$ cat config.mk
export PLATFORM = sky130hd
export DESIGN_NAME = rst_irq_seq
export DESIGN_NICKNAME = d
export VERILOG_FILES = /design/src/rtl/rst_irq_pkg.sv /design/src/rtl/rst_pin_sync.sv /design/src/rtl/rst_low_qual.sv /design/src/rtl/rst_seq_fsm.sv /design/src/rtl/rst_irq_seq.sv
export SDC_FILE = /design/constraint.sdc
export NUM_CORES = 1
export LEC_CHECK = 0
export ABC_CLOCK_PERIOD_IN_PS = 1520
export CAP_MARGIN = 15
export CORE_MARGIN = 4
export CORE_UTILIZATION = 46
export CTS_CLUSTER_SIZE = 12
export DETAILED_ROUTE_END_ITERATION = 6
export GPL_TIMING_DRIVEN = 0
export HOLD_SLACK_MARGIN = 0.06
export PLACE_DENSITY_LB_ADDON = 0.08
export SYNTH_ARGS = -nofsm -noshare
export SYNTH_HDL_FRONTEND = slang
export SYNTH_SLANG_ARGS = --single-unit
$ cat constraint.sdc
create_clock -name clk -period 1.52 [get_ports clk]
set_input_delay 0.152 -clock clk [delete_from_list [all_inputs] [get_ports clk]]
set_output_delay 0.152 -clock clk [all_outputs]
set_load 0.03 [all_outputs]
$ cat src/rtl/rst_irq_pkg.sv
package rst_irq_pkg;

  // Sequencer phases, from idle through the post-flag blocking window.
  typedef enum logic [2:0] {
    SQ_IDLE  = 3'd0,
    SQ_DELAY = 3'd1,
    SQ_ARM   = 3'd2,
    SQ_BLOCK = 3'd3,
    SQ_RUN   = 3'd4
  } seq_state_e;

endpackage

$ cat src/rtl/rst_pin_sync.sv
module rst_pin_sync #(
  parameter int STAGES = 2
) (
  input  logic clk,
  input  logic rst_ni,
  input  logic pin_n,
  output logic pin_s
);

  logic [STAGES-1:0] q;

  generate
    for (genvar g = 0; g < STAGES; g++) begin : g_stage
      if (g == 0) begin : g_first
        always_ff @(posedge clk or negedge rst_ni) begin
          if (!rst_ni) q[g] <= 1'b0;
          else         q[g] <= pin_n;
        end
      end else begin : g_rest
        always_ff @(posedge clk or negedge rst_ni) begin
          if (!rst_ni) q[g] <= 1'b0;
          else         q[g] <= q[g-1];
        end
      end
    end
  endgenerate

  assign pin_s = q[STAGES-1];

endmodule

$ cat src/rtl/rst_low_qual.sv
module rst_low_qual #(
  parameter int LOW_MIN = 10
) (
  input  logic clk,
  input  logic rst_ni,
  input  logic pin_s,
  output logic qual,
  output logic low_done
);

  localparam int CW = $clog2(LOW_MIN + 1);
  localparam logic [CW-1:0] CMAX = CW'(LOW_MIN);
  localparam logic [CW-1:0] CPRE = CW'(LOW_MIN - 1);

  logic [CW-1:0] cnt_q, cnt_d;
  logic          cnt_en;

  // Counter advances while low until it saturates; any high sample clears it.
  always_comb begin
    cnt_en = pin_s || (cnt_q != CMAX);
    cnt_d  = pin_s ? '0 : cnt_q + 1'b1;
  end

  always_ff @(posedge clk or negedge rst_ni) begin
    if (!rst_ni)     cnt_q <= '0;
    else if (cnt_en) cnt_q <= cnt_d;
  end

  assign qual     = pin_s && (cnt_q == CMAX);
  assign low_done = !pin_s && (cnt_q == CPRE);

  AST_LOW_CNT_SAT: assert property (@(posedge clk) disable iff (!rst_ni)
    cnt_q <= CMAX);
  AST_QUAL_AFTER_LOW: assert property (@(posedge clk) disable iff (!rst_ni)
    qual |-> $past(!pin_s));
  AST_QUAL_ONE_CLOCK: assert property (@(posedge clk) disable iff (!rst_ni)
    qual |=> !qual);

endmodule

$ cat src/rtl/rst_seq_fsm.sv
module rst_seq_fsm
  import rst_irq_pkg::*;
#(
  parameter int REL_DLY = 4,
  parameter int BLK_CYC = 7
) (
  input  logic clk,
  input  logic rst_ni,
  input  logic pin_s,
  input  logic qual,
  input  logic low_done,
  input  logic cpu_bnd,
  input  logic mem_stall,
  output logic rst_flag,
  output logic fetch_start,
  output logic irq_block,
  output logic flush_en
);

  localparam int DW = $clog2(REL_DLY + 1);
  localparam int BW = $clog2(BLK_CYC + 1);
  localparam logic [DW-1:0] DLAST = DW'(REL_DLY - 1);
  localparam logic [BW-1:0] BLAST = BW'(BLK_CYC - 1);

  seq_state_e    st_q, st_d;
  logic [DW-1:0] dcnt_q, dcnt_d;
  logic [BW-1:0] bcnt_q, bcnt_d;
  logic          flag_q, flag_d;
  logic          fetch_q, fetch_d;
  logic          dcnt_en, bcnt_en;
  logic          bnd_ok;

  assign bnd_ok = cpu_bnd && !mem_stall;

  always_comb begin
    st_d    = st_q;
    dcnt_d  = dcnt_q;
    bcnt_d  = bcnt_q;
    flag_d  = flag_q;
    fetch_d = 1'b0;
    dcnt_en = 1'b0;
    bcnt_en = 1'b0;
    unique case (st_q)
      SQ_IDLE: begin
        flag_d = 1'b0;
        if (qual) begin
          st_d    = SQ_DELAY;
          dcnt_d  = DW'(1);
          dcnt_en = 1'b1;
        end
      end
      SQ_DELAY: begin
        if (!pin_s) begin
          st_d   = SQ_IDLE;
          flag_d = 1'b0;
        end else if (dcnt_q >= DLAST) begin
          st_d = SQ_ARM;
        end else begin
          dcnt_d  = dcnt_q + 1'b1;
          dcnt_en = 1'b1;
        end
      end
      SQ_ARM: begin
        if (!pin_s) begin
          st_d   = SQ_IDLE;
          flag_d = 1'b0;
        end else if (bnd_ok) begin
          st_d    = SQ_BLOCK;
          flag_d  = 1'b1;
          fetch_d = 1'b1;
          bcnt_d  = '0;
          bcnt_en = 1'b1;
        end
      end
      SQ_BLOCK: begin
        if (!pin_s) begin
          st_d   = SQ_IDLE;
          flag_d = 1'b0;
        end else if (bnd_ok) begin
          if (bcnt_q == BLAST) begin
            st_d = SQ_RUN;
          end else begin
            bcnt_d  = bcnt_q + 1'b1;
            bcnt_en = 1'b1;
          end
        end
      end
      SQ_RUN: begin
        if (low_done) begin
          st_d   = SQ_IDLE;
          flag_d = 1'b0;
        end
      end
      default: begin
        st_d   = SQ_IDLE;
        flag_d = 1'b0;
      end
    endcase
  end

  always_ff @(posedge clk or negedge rst_ni) begin
    if (!rst_ni) begin
      st_q    <= SQ_IDLE;
      flag_q  <= 1'b0;
      fetch_q <= 1'b0;
    end else begin
      st_q    <= st_d;
      flag_q  <= flag_d;
      fetch_q <= fetch_d;
    end
  end

  always_ff @(posedge clk or negedge rst_ni) begin
    if (!rst_ni)      dcnt_q <= '0;
    else if (dcnt_en) dcnt_q <= dcnt_d;
  end

  always_ff @(posedge clk or negedge rst_ni) begin
    if (!rst_ni)      bcnt_q <= '0;
    else if (bcnt_en) bcnt_q <= bcnt_d;
  end

  assign rst_flag    = flag_q;
  assign fetch_start = fetch_q;
  assign irq_block   = (st_q == SQ_BLOCK);
  assign flush_en    = (st_q == SQ_IDLE) && !pin_s;

  AST_FETCH_SINGLE: assert property (@(posedge clk) disable iff (!rst_ni)
    fetch_start |=> !fetch_start);
  AST_FLAG_RISE_FETCH: assert property (@(posedge clk) disable iff (!rst_ni)
    $rose(rst_flag) |-> fetch_start);
  AST_FETCH_ON_BND: assert property (@(posedge clk) disable iff (!rst_ni)
    fetch_start |-> $past(cpu_bnd && !mem_stall));
  AST_DELAY_NO_STALL: assert property (@(posedge clk) disable iff (!rst_ni)
    (st_q == SQ_DELAY && pin_s) |=> (st_q == SQ_DELAY || st_q == SQ_ARM));
  AST_BLOCK_HAS_FLAG: assert property (@(posedge clk) disable iff (!rst_ni)
    irq_block |-> rst_flag);
  AST_ABORT_CLEARS: assert property (@(posedge clk) disable iff (!rst_ni)
    ((st_q == SQ_DELAY || st_q == SQ_ARM || st_q == SQ_BLOCK) && !pin_s)
      |=> (!rst_flag && !irq_block));
  AST_NO_FLUSH_FLAG: assert property (@(posedge clk) disable iff (!rst_ni)
    rst_flag |-> !flush_en);

endmodule

$ cat src/rtl/rst_irq_seq.sv
module rst_irq_seq #(
  parameter int SYNC_STAGES = 2,
  parameter int LOW_MIN     = 10,
  parameter int REL_DLY     = 4,
  parameter int BLK_CYC     = 7,
  parameter int IRQ_NUM_W   = 4
) (
  input  logic                 clk,
  input  logic                 rst_ni,
  input  logic                 reset_pin_n,
  input  logic                 cpu_bnd,
  input  logic                 mem_stall,
  output logic                 rst_flag,
  output logic                 flush_en,
  output logic                 fetch_start,
  output logic                 nmie,
  output logic                 gie,
  output logic                 irq_block,
  output logic                 iack,
  output logic [IRQ_NUM_W-1:0] inum
);

  logic pin_s;
  logic qual;
  logic low_done;

  rst_pin_sync #(.STAGES(SYNC_STAGES)) u_sync (
    .clk    (clk),
    .rst_ni (rst_ni),
    .pin_n  (reset_pin_n),
    .pin_s  (pin_s)
  );

  rst_low_qual #(.LOW_MIN(LOW_MIN)) u_qual (
    .clk      (clk),
    .rst_ni   (rst_ni),
    .pin_s    (pin_s),
    .qual     (qual),
    .low_done (low_done)
  );

  rst_seq_fsm #(.REL_DLY(REL_DLY), .BLK_CYC(BLK_CYC)) u_fsm (
    .clk         (clk),
    .rst_ni      (rst_ni),
    .pin_s       (pin_s),
    .qual        (qual),
    .low_done    (low_done),
    .cpu_bnd     (cpu_bnd),
    .mem_stall   (mem_stall),
    .rst_flag    (rst_flag),
    .fetch_start (fetch_start),
    .irq_block   (irq_block),
    .flush_en    (flush_en)
  );

  // The reset sequence never acknowledges or numbers an interrupt,
  // and leaves both interrupt enables cleared.
  assign nmie = 1'b0;
  assign gie  = 1'b0;
  assign iack = 1'b0;
  assign inum = '0;

endmodule

==> metrics.txt <==
final hold vios=0; total iterations of the first detailed-routing run=4; Clk Latency, worst-skew pair=0.29 ns; top post-synthesis cells by count=dfrtp_1 (17), buf_4 (8), ha_1 (7), nand3_1 (7), nor2_1 (6); leading cell type by number of instances after synthesis=dfrtp_1; critical path buffer and inverter count=0; ANT nets after route=0; Max Clock Skew=0.00120 ns; Reg clk slew, reported paths=0.10 ns; Final Non-Filler Cells=140; dpl ws=-0.260 ns; placed insts=132; Area contributors post-synth=dfrtp_1 (43%), ha_1 (8.8%), buf_4 (6.0%), nand3_1 (3.5%), nor4b_4 (2.4%); Crit-path slowest cell=dfrtp_1; number of port buffers=8; final hold slack=0.288 ns; RSZ-0062 raised after global routing=yes; Rows=16; final setup TNS=-0.0864 ns; DP Area=1150 um2; Max rail drop VDD=358 uV; DR DRC count=0; total core area=2000 um2; asr flop ratio synth=1.00; First DRT Iteration DRCs=9; via count=743; Syn Std Cell Area=995 um2; largest area contributor in the netlist=dfrtp_1; per-cell routed wire length=13.7 um; final slew viol count=0; DR WL met3=93 um; Pleak=0.578 nW; die area=2970 um2; failing checks=negative setup slack; top_reg_cell synth=dfrtp_1; register area share after synthesis=0.428; Initial Util=0.497; worst min path class=input pin to asynchronous set/reset pin; worst-path cell chain=ha_2 -> ha_4 -> nor4b_4 -> nand3_2 -> a31o_2; clock sink total=17; CTS Buf Count=3; Rel. slew slack=0.489; Avg Synthesized Cell Area=10.9 um2; CTS Hold Bufs=0; antenna violations before repair=0; vias in the first global route=705; worst-path maximum fanout=4; global-route wire length before repair=3.15 mm; Worst path max stage delay=0.40 ns; P per Cell Area=677 nW/um2; Final Cycle Share=1.04; DR top layer=met4; Max clock buf depth=2; Yosys reg bits=17; WL final=1.92 mm; WS Path Type=flip-flop to flip-flop; vias per cell=5.31; Final nets=126; GP Congestion=0.758; Yosys cell types=37; DR WL met2=930 um; Crit. End Element=flip-flop; YS warnings=0; CP delay by family, top=simple AND/OR/NAND/NOR gates; Max Fclk=630 MHz; Layout Utilization=0.613; run status=finished with violations; max cap viols=0; area delta synth->final=23.3%; WL met1=848 um; diodes inserted=0; GRT Total Usage=0.153; die height=54.5 um; largest net degree at the start of global routing=18; Post-Synthesis Cells=91; # setup viols final=3; Tot Pwr=0.831 mW; top-area cell type share of the netlist area=0.428; crit path DAT=1.78 ns; min cycle time layout=1.59 ns; worst slew pin tran=0.764 ns; Post-synth EDFFs=0; Worst Setup Start Kind=flip-flop; HPWL Detailed=1.34 mm; Setup WS post-layout=-0.0672 ns; Req. time, crit path=1.71 ns; I/O pin total=16; htree depth=1; CTS tree=done; Clock Tree Root=clkbuf_4; Die Width=54.5 um; Overflow after GRT=0; layout cell share with drive strength beyond 1=0.327; Final Instance Area=1230 um2
## layer usage
layer | track usage | vias up
met1 | 0.178 | 367
met4 | 0.0871 | 0
li1 | - | 357
met2 | 0.263 | 15
met5 | 0 | -
met3 | 0.0245 | 4
## what timing repair did
item                       in CTS  in global routing
gates resized for setup        15                  4
setup endpoints to repair       6                  9
setup buffers                   2                  3
pin swaps                       7                  1
## logic make-up (layout without fill, tap and decap cells)
group | count (synthesis) | count (layout) | share of synthesized area
AO/OA/AOI/OAI | 10 | 10 | 0.0856
XOR/XNOR | 3 | 3 | 0.0264
adder cells (fa/ha/maj) | 7 | 7 | 0.0880
buffers and inverters | 15 | 31 | 0.0956
flip-flops | 17 | 17 | 0.428
multiplexers | 1 | 1 | 0.0113
other | 1 | 7 | 0.00377
AND/OR/NAND/NOR | 37 | 37 | 0.262
## layout by cell type (no fill, tap or decap), types with 2 or more instances in the layout
cell type	synthesis	layout
buf_4	8	13
nand4b_1	2	2
nand3_2	0	2
and3b_1	2	2
o2bb2ai_1	2	2
nor3_1	3	2
dfrtp_1	17	16
ha_1	7	5
inv_1	5	5
nor2_1	6	6
nand2_1	4	3
nand3_1	7	5
clkbuf_4	0	3
conb_1	1	7
xnor2_1	2	2
clkdlybuf4s50_1	0	5
## registers in the layout, indices dropped and copies added (netlist names)
name               count
u_qual.cnt_q           4
u_fsm.bcnt_q           3
u_fsm.dcnt_q           3
u_fsm.st_q             3
u_fsm.fetch_start      1
u_fsm.rst_flag         1
u_sync.pin_s           1
u_sync.q               1
## where the power goes
group | leakage (nW) | internal, mW | switching (mW)
sequential | 0.229 | 0.463 | 0.0125
combinational | 0.332 | 0.0465 | 0.0603
clock | 0.0177 | 0.0980 | 0.150
## area by class of cell
| class | count | area, um2 |
|---|---|---|
| Fill cell | 180 | 776 |
| Multi-Input combinational cell | 65 | 538 |
| Sequential cell | 17 | 427 |
| Timing Repair Buffer | 13 | 110 |
| Buffer | 9 | 71.3 |
| Tap cell | 27 | 33.8 |
| Clock buffer | 3 | 22.5 |
| Inverter | 5 | 18.8 |
| Clock inverter | 1 | 5.00 |
## path summary, 6_finish.rpt
path / start / slack (ns) / to / cells past startpoint
max in group asynchronous: rst_ni / 0.70 / u_fsm.st_q[0]$_DFFE_PN0P_ / 1
worst max register to register: u_fsm.dcnt_q[1]$_DFFE_PN0P_ / -0.07 / u_fsm.dcnt_q[1]$_DFFE_PN0P_ / 5
worst min-delay path: rst_ni / 0.29 / u_fsm.bcnt_q[0]$_DFFE_PN0P_ / 1
worst min register to register: u_sync.q[0]$_DFF_PN0_ / 0.36 / u_sync.pin_s$_DFF_PN0_ / 0
worst max-delay path: u_fsm.dcnt_q[1]$_DFFE_PN0P_ / -0.07 / u_fsm.dcnt_q[1]$_DFFE_PN0P_ / 5
min in group clk: reset_pin_n / 0.29 / u_sync.q[0]$_DFF_PN0_ / 1
Power figures use the tool's default switching activity.
